## src/rtl/intc_pkg.sv

```systemverilog
package intc_pkg;
  localparam int LVL_W = 4;
  localparam logic [LVL_W-1:0] LVL_ALL = '1;

  typedef enum logic {
    WLK_IDLE = 1'b0,
    WLK_STEP = 1'b1
  } wlk_state_e;
endpackage

```

## src/rtl/intc_src_cell.sv

```systemverilog
module intc_src_cell #(
  parameter int CNT_W   = 2,
  parameter int MAX     = 1,
  parameter bit HAS_VEC = 1'b1
) (
  input  logic             clk,
  input  logic             rst_n,
  input  logic             req_i,
  input  logic             step_en_i,
  input  logic             step_on_i,
  input  logic             irl_hit_i,
  input  logic             irl_sel_i,
  output logic             pend_d_o,
  output logic             pend_q_o,
  output logic [CNT_W-1:0] cnt_o
);
  localparam logic [CNT_W-1:0] CNT_MAX = CNT_W'(MAX);

  logic             req_prev_q;
  logic             asrt_q, asrt_d;
  logic [CNT_W-1:0] cnt_q, cnt_d;

  // latched request: the encoded level wins, otherwise input edges
  always_comb begin
    asrt_d = asrt_q;
    if (irl_hit_i)
      asrt_d = irl_sel_i;
    else if (req_i && !req_prev_q)
      asrt_d = 1'b1;
    else if (!req_i && req_prev_q)
      asrt_d = 1'b0;
  end

  // enable counter saturates at both ends
  always_comb begin
    cnt_d = cnt_q;
    if (irl_hit_i && irl_sel_i)
      cnt_d = CNT_MAX;
    else if (step_en_i) begin
      if (step_on_i && (cnt_q < CNT_MAX))
        cnt_d = cnt_q + 1'b1;
      else if (!step_on_i && (cnt_q != '0))
        cnt_d = cnt_q - 1'b1;
    end
  end

  assign pend_d_o = HAS_VEC && asrt_d && (cnt_d == CNT_MAX);

  always_ff @(posedge clk or negedge rst_n) begin
    if (!rst_n) begin
      req_prev_q <= 1'b0;
      asrt_q     <= 1'b0;
      cnt_q      <= '0;
      pend_q_o   <= 1'b0;
    end else begin
      req_prev_q <= req_i;
      asrt_q     <= asrt_d;
      cnt_q      <= cnt_d;
      pend_q_o   <= pend_d_o;
    end
  end

  assign cnt_o = cnt_q;
endmodule

```

## src/rtl/intc_chain_walker.sv

```systemverilog
module intc_chain_walker
  import intc_pkg::*;
#(
  parameter int                    NUM_SRC  = 8,
  parameter int                    IDX_W    = 3,
  parameter logic [NUM_SRC-1:0]    VEC_NZ   = '1,
  parameter logic [NUM_SRC-1:0]    MAX_ZERO = '0,
  parameter logic [NUM_SRC-1:0]    HAS_LINK = '0,
  parameter logic [NUM_SRC*IDX_W-1:0] LINK  = '0
) (
  input  logic             clk,
  input  logic             rst_n,
  input  logic             cmd_valid_i,
  output logic             cmd_ready_o,
  input  logic [IDX_W-1:0] cmd_idx_i,
  input  logic             cmd_on_i,
  output logic             step_en_o,
  output logic [IDX_W-1:0] step_idx_o,
  output logic             step_on_o
);
  wlk_state_e       state_q;
  logic [IDX_W-1:0] cur_q;
  logic             on_q, grp_q;

  logic             cur_rsv, cur_vec, cur_has_link;
  logic [IDX_W-1:0] cur_link;

  // per-entry attributes of the current chain position
  always_comb begin
    cur_rsv      = 1'b1;
    cur_vec      = 1'b0;
    cur_has_link = 1'b0;
    cur_link     = '0;
    for (int i = 0; i < NUM_SRC; i++) begin
      if (cur_q == IDX_W'(i)) begin
        cur_vec      = VEC_NZ[i];
        cur_has_link = HAS_LINK[i];
        cur_link     = LINK[i*IDX_W +: IDX_W];
        cur_rsv      = !HAS_LINK[i] && (!VEC_NZ[i] || MAX_ZERO[i]);
      end
    end
  end

  logic go_on;
  assign go_on = !cur_rsv && (grp_q || !cur_vec) && cur_has_link;

  assign cmd_ready_o = (state_q == WLK_IDLE);
  assign step_en_o   = (state_q == WLK_STEP) && !cur_rsv;
  assign step_idx_o  = cur_q;
  assign step_on_o   = on_q;

  always_ff @(posedge clk or negedge rst_n) begin
    if (!rst_n) begin
      state_q <= WLK_IDLE;
      cur_q   <= '0;
      on_q    <= 1'b0;
      grp_q   <= 1'b0;
    end else begin
      unique case (state_q)
        WLK_IDLE: if (cmd_valid_i) begin
          state_q <= WLK_STEP;
          cur_q   <= cmd_idx_i;
          on_q    <= cmd_on_i;
          grp_q   <= 1'b0;
        end
        WLK_STEP: if (go_on) begin
          cur_q <= cur_link;
          grp_q <= 1'b1;
        end else begin
          state_q <= WLK_IDLE;
        end
        default: state_q <= WLK_IDLE;
      endcase
    end
  end
endmodule

```

## src/rtl/intc_vec_pick.sv

```systemverilog
module intc_vec_pick
  import intc_pkg::*;
#(
  parameter int                        NUM_SRC = 8,
  parameter int                        VEC_W   = 12,
  parameter logic [NUM_SRC*VEC_W-1:0]  SRC_VEC = '0
) (
  input  logic [NUM_SRC-1:0] pend_i,
  input  logic [LVL_W-1:0]   mask_i,
  output logic [VEC_W-1:0]   vec_o
);
  always_comb begin
    vec_o = '1;
    for (int i = NUM_SRC - 1; i >= 0; i--) begin
      if (pend_i[i]) vec_o = SRC_VEC[i*VEC_W +: VEC_W];
    end
    if (mask_i == LVL_ALL) vec_o = '1;
  end
endmodule

```

## src/rtl/intc_agg.sv

```systemverilog
module intc_agg
  import intc_pkg::*;
#(
  parameter int NUM_SRC = 8,
  parameter int CNT_W   = 2,
  parameter int VEC_W   = 12,
  parameter int IDX_W   = $clog2(NUM_SRC),
  parameter logic [NUM_SRC*VEC_W-1:0] SRC_VEC =
    {12'h2A0, 12'h280, 12'h000, 12'h260, 12'h240, 12'h000, 12'h220, 12'h200},
  parameter logic [NUM_SRC*CNT_W-1:0] SRC_MAX =
    {2'd2, 2'd1, 2'd1, 2'd1, 2'd1, 2'd0, 2'd2, 2'd1},
  parameter logic [NUM_SRC-1:0] SRC_HAS_LINK = 8'b0100_1100,
  parameter logic [NUM_SRC*IDX_W-1:0] SRC_LINK =
    {3'd0, 3'd7, 3'd0, 3'd0, 3'd4, 3'd3, 3'd0, 3'd0},
  parameter int IRL_HEAD = 2
) (
  input  logic               clk,
  input  logic               rst_n,
  input  logic [NUM_SRC-1:0] req_i,
  input  logic [3:0]         irl_lvl_i,
  input  logic               cmd_valid_i,
  output logic               cmd_ready_o,
  input  logic [IDX_W-1:0]   cmd_idx_i,
  input  logic               cmd_on_i,
  input  logic [3:0]         cpu_mask_i,
  output logic [NUM_SRC-1:0] pend_o,
  output logic               irq_o,
  output logic [VEC_W-1:0]   vec_o
);
  localparam int PC_W = $clog2(NUM_SRC + 1);

  // position of a source in the chain behind IRL_HEAD, -1 when not a member
  function automatic int chain_pos(input int src);
    int cur;
    cur = IRL_HEAD;
    for (int k = 0; k < NUM_SRC; k++) begin
      if (cur < 0 || cur >= NUM_SRC) return -1;
      if (!SRC_HAS_LINK[cur]) return -1;
      cur = int'(SRC_LINK[cur*IDX_W +: IDX_W]);
      if (cur == src) return (k < 16) ? k : -1;
    end
    return -1;
  endfunction

  function automatic logic [NUM_SRC-1:0] vec_nz_mask();
    logic [NUM_SRC-1:0] m;
    for (int i = 0; i < NUM_SRC; i++) m[i] = (SRC_VEC[i*VEC_W +: VEC_W] != '0);
    return m;
  endfunction

  function automatic logic [NUM_SRC-1:0] max_zero_mask();
    logic [NUM_SRC-1:0] m;
    for (int i = 0; i < NUM_SRC; i++) m[i] = (SRC_MAX[i*CNT_W +: CNT_W] == '0);
    return m;
  endfunction

  localparam logic [NUM_SRC-1:0] VEC_NZ   = vec_nz_mask();
  localparam logic [NUM_SRC-1:0] MAX_ZERO = max_zero_mask();

  // command walker
  logic             step_en, step_on;
  logic [IDX_W-1:0] step_idx;

  intc_chain_walker #(
    .NUM_SRC (NUM_SRC),
    .IDX_W   (IDX_W),
    .VEC_NZ  (VEC_NZ),
    .MAX_ZERO(MAX_ZERO),
    .HAS_LINK(SRC_HAS_LINK),
    .LINK    (SRC_LINK)
  ) walk_i (
    .clk        (clk),
    .rst_n      (rst_n),
    .cmd_valid_i(cmd_valid_i),
    .cmd_ready_o(cmd_ready_o),
    .cmd_idx_i  (cmd_idx_i),
    .cmd_on_i   (cmd_on_i),
    .step_en_o  (step_en),
    .step_idx_o (step_idx),
    .step_on_o  (step_on)
  );

  // encoded level change detection
  logic [3:0] irl_prev_q;
  logic       irl_apply;
  logic [3:0] irl_target;

  assign irl_apply  = (irl_lvl_i != irl_prev_q);
  assign irl_target = irl_lvl_i ^ 4'hF;

  always_ff @(posedge clk or negedge rst_n) begin
    if (!rst_n) irl_prev_q <= '0;
    else        irl_prev_q <= irl_lvl_i;
  end

  // per-source state
  logic [NUM_SRC-1:0]       pend_d, pend_q;
  logic [NUM_SRC*CNT_W-1:0] cnt_all;

  for (genvar g = 0; g < NUM_SRC; g++) begin : g_src
    localparam int POS = chain_pos(g);
    logic hit, sel;
    if (POS >= 0) begin : g_member
      assign hit = irl_apply;
      assign sel = (irl_target == 4'(POS));
    end else begin : g_plain
      assign hit = 1'b0;
      assign sel = 1'b0;
    end

    intc_src_cell #(
      .CNT_W  (CNT_W),
      .MAX    (int'(SRC_MAX[g*CNT_W +: CNT_W])),
      .HAS_VEC(VEC_NZ[g])
    ) cell_i (
      .clk      (clk),
      .rst_n    (rst_n),
      .req_i    (req_i[g]),
      .step_en_i(step_en && (step_idx == IDX_W'(g))),
      .step_on_i(step_on),
      .irl_hit_i(hit),
      .irl_sel_i(sel),
      .pend_d_o (pend_d[g]),
      .pend_q_o (pend_q[g]),
      .cnt_o    (cnt_all[g*CNT_W +: CNT_W])
    );
  end

  // running count of pending sources
  logic [PC_W-1:0] pend_cnt_q, pend_cnt_d;

  always_comb begin
    pend_cnt_d = pend_cnt_q;
    for (int i = 0; i < NUM_SRC; i++) begin
      if (pend_d[i] && !pend_q[i]) pend_cnt_d = pend_cnt_d + 1'b1;
      if (!pend_d[i] && pend_q[i]) pend_cnt_d = pend_cnt_d - 1'b1;
    end
  end

  always_ff @(posedge clk or negedge rst_n) begin
    if (!rst_n) pend_cnt_q <= '0;
    else        pend_cnt_q <= pend_cnt_d;
  end

  assign irq_o  = (pend_cnt_q != '0);
  assign pend_o = pend_q;

  intc_vec_pick #(
    .NUM_SRC(NUM_SRC),
    .VEC_W  (VEC_W),
    .SRC_VEC(SRC_VEC)
  ) pick_i (
    .pend_i(pend_q),
    .mask_i(cpu_mask_i),
    .vec_o (vec_o)
  );
endmodule

```

## config.mk

```make
export PLATFORM = sky130hd
export DESIGN_NAME = intc_agg
export DESIGN_NICKNAME = d
export VERILOG_FILES = /design/src/rtl/intc_pkg.sv /design/src/rtl/intc_src_cell.sv /design/src/rtl/intc_chain_walker.sv /design/src/rtl/intc_vec_pick.sv /design/src/rtl/intc_agg.sv
export SDC_FILE = /design/constraint.sdc
export NUM_CORES = 1
export LEC_CHECK = 0
export BUFFER_PORTS_ARGS = -buffer_cell sky130_fd_sc_hd__buf_2
export CAP_MARGIN = 10
export CELL_PAD_IN_SITES_DETAIL_PLACEMENT = 1
export CELL_PAD_IN_SITES_GLOBAL_PLACEMENT = 2
export CORE_UTILIZATION = 37
export DETAILED_ROUTE_END_ITERATION = 8
export GPL_ROUTABILITY_DRIVEN = 0
export PLACE_DENSITY_LB_ADDON = 0.1
export RECOVER_POWER = 100
export SLEW_MARGIN = 20
export SYNTH_ARGS = -nofsm -noshare
export SYNTH_HDL_FRONTEND = slang
export SYNTH_HIERARCHICAL = 1
export SYNTH_SLANG_ARGS = --single-unit
```

## constraint.sdc

```tcl
create_clock -name clk -period 11.3 [get_ports clk]
set_input_delay 2.26 -clock clk [delete_from_list [all_inputs] [get_ports clk]]
set_output_delay 2.26 -clock clk [all_outputs]
set_load 0.05 [all_outputs]
```

==> impl_metrics.json <==
{
  "clock_skew_ns": 0.004956,
  "tightest_slew_ns": 2.560,
  "hpwl_microns": 8969,
  "cts_max_level": 2,
  "ir_drop_mv": 0.1333,
  "cts-buffers-inserted": 5,
  "wl_microns": 11450,
  "drtPass1Iterations": 4,
  "end_kind": "flip-flop",
  "critPathSlowestCell": "a221oi_2",
  "relSlewSlack": -0.7066,
  "antenna_left": 0,
  "clkTransAtPathRegs_ns": 0.07,
  "fin_crit_sh": 0.9115,
  "whs_ns": 0.5611,
  "drc": 0,
  "clkSinkCount": 44,
  "cts_resized": 0,
  "syn_avg_cell_area_sq_um": 8.477,
  "vias": 4033,
  "worst-setup-path-type": "input port to flip-flop",
  "critPathTopFamily": "compound AO/OA/AOI/OAI gates",
  "grt_overflow": 0,
  "ctsHoldBuffers": 0,
  "cts-root-buf": "clkbuf_16",
  "p_sw_frac": 0.5048,
  "diodes": 0,
  "power_density_nw_per_um2": 314.8,
  "cp_data_required_time_ns": 11.47,
  "portBuffers": 39,
  "power_leakage_nw": 2.045,
  "fmax_ghz": 0.09709,
  "avgViaCountPerCell": 5.487,
  "violations": "capacitance limit, slew limit",
  "hp-class": "flip-flop to flip-flop",
  "setup_tns_ns": 0,
  "final_nets": 631,
  "arrival_ns": 10.47,
  "internal_power_w": 0.0007719,
  "drive_above_1_share": 0.08503,
  "netlist_instances": 538,
  "status": "finished, violations left",
  "clock_path_buffers": 2,
  "critPathMaxStageDelay_ns": 0.71,
  "pwr-share-comb": 0.758,
  "yosys_warnings": 6,
  "start_util": 0.3797,
  "floorplan.rows": 40,
  "grt_pass1_wl_microns": 19870,
  "dieHeight_microns": 113.0,
  "slew_viol_final": 45,
  "setup_violations": 0,
  "path_buf_inv": 2,
  "grt_pass1_vias": 4150,
  "die_x_microns": 113.0,
  "switchingPower_w": 0.0007869,
  "hold_viol": 0,
  "p_seq_frac": 0.144,
  "min_period_ns": 10.30,
  "syn_to_final_growth_pct": 8.560,
  "seq_area_sq_um": 1101,
  "ios": 45,
  "core_area_sq_um": 12010,
  "grt_usage": 0.1924,
  "crit_path_frequent_cell": "ha_1",
  "maxCapViolCount": 1,
  "routedWlPerCell_microns": 15.58,
  "drtIter0Drc": 200,
  "pwr-share-clk": 0.098,
  "crit_fanout": 10,
  "rsz0062_at_grt": "false",
  "n_fill_cell": 1466,
  "cts_tree": "done",
  "multi_input_area_sq_um": 3192,
  "worstSkewPairLatency_ns": 0.29,
  "postCtsSetupRepairBufs": 0,
  "start_kind": "input port",
  "die_area_sq_um": 12770,
  "antenna_found_initial": 0,
  "grt_max_degree": 45,
  "synth_area_sq_um": 4561
}
[worst paths after layout]
check                                      endpoint  cells after the start  slack (ns)                  from
max                                   pend_cnt_q[3]                     34        1.00              req_i[0]
min                                    walk_i/grp_q                      2        0.56          walk_i/grp_q
max reg2reg                           pend_cnt_q[3]                     38        1.24  walk_i/step_idx_o[1]
min reg2reg                            walk_i/grp_q                      2        0.56          walk_i/grp_q
max in group asynchronous  g_src[4].cell_i/pend_q_o                      1        7.09                 rst_n
min in group asynchronous  g_src[0].cell_i/cnt_o[1]                      1        2.77                 rst_n
[cells in the final DEF, fill, tap and decap left out, types with 7 or more instances in the layout]
cell      count
a21o_1        8
nor3_1        8
xor2_1       11
a21oi_1      27
nand2_1      42
nand3b_1     11
dfrtp_1      44
a211oi_1     10
xnor2_1      34
clkbuf_1     30
buf_2        10
ha_1         21
o211ai_1     10
o21ai_0      21
nor2b_1      16
inv_1        39
mux2i_1       7
nand2b_1     20
conb_1       28
nor2_1       41
nand3_1       9
[power by group through the flow]
stage	sequential, W	combinational (W)	clock [W]
after floorplan	0.000226	0.000954	0
after global placement	0.000225	0.00115	0
after detailed placement	0.000227	0.00119	0
after CTS	0.000224	0.00120	0.000159
after global routing	0.000229	0.00133	0.000165
final	0.000224	0.00118	0.000153
[layout make-up]
| cell class | instances | share of cell area |
|---|---|---|
| tap | 147 | 0.03715 |
| timing repair buffer | 41 | 0.03437 |
| clock inverter | 2 | 0.003033 |
| clock buffer | 6 | 0.02805 |
| inverter | 40 | 0.03033 |
| multi-input combinational | 455 | 0.6447 |
| sequential | 44 | 0.2224 |
[per-layer routing]
| layer | vias to the layer above | wire length [microns] | GRT usage |
|---|---|---|---|
| li1 | 2003 | - | - |
| met1 | 1994 | 5648 | 0.2558 |
| met2 | 30 | 5502 | 0.3358 |
| met3 | 6 | 213 | 0.02732 |
| met4 | 0 | 86 | 0.03246 |
| met5 | - | 0 | 0 |
[tightest hold or removal path, cell delays in order, from the launching register on]
cell	delay, ns
dfrtp_1	0.40
nand2_1	0.06
o31ai_1	0.07
[registers in the layout (all words and copies together) (netlist names)]
| signal | flops |
|---|---|
| g_src.cell_i/asrt_q | 6 |
| g_src.cell_i/cnt_o | 12 |
| g_src.cell_i/pend_q_o | 6 |
| g_src.cell_i/req_prev_q | 6 |
| irl_prev_q | 4 |
| pend_cnt_q | 4 |
| walk_i/grp_q | 1 |
| walk_i/state_q | 1 |
| walk_i/step_idx_o | 3 |
| walk_i/step_on_o | 1 |
[per-stage QoR]
| step | cells | worst slack, ns | cell area [sq um] | utilization | power (W) |
|---|---|---|---|---|---|
| 3_3_place_gp | 727 | 1.066 | 4886 | 0.4068 | 0.001378 |
| 3_5_place_dp | 727 | 0.8982 | 4886 | 0.4068 | 0.001419 |
| 5_1_grt | 735 | 0.3065 | 4951 | 0.4122 | 0.001723 |
| 6_report | 735 | 1.001 | 4951 | 0.4122 | 0.001559 |
| 4_1_cts | 735 | 1.134 | 5040 | 0.4196 | 0.001584 |
| 2_1_floorplan | 563 | 2.412 | 4654 | - | 0.001180 |
Note: power is estimated with default switching activity, not from simulation.
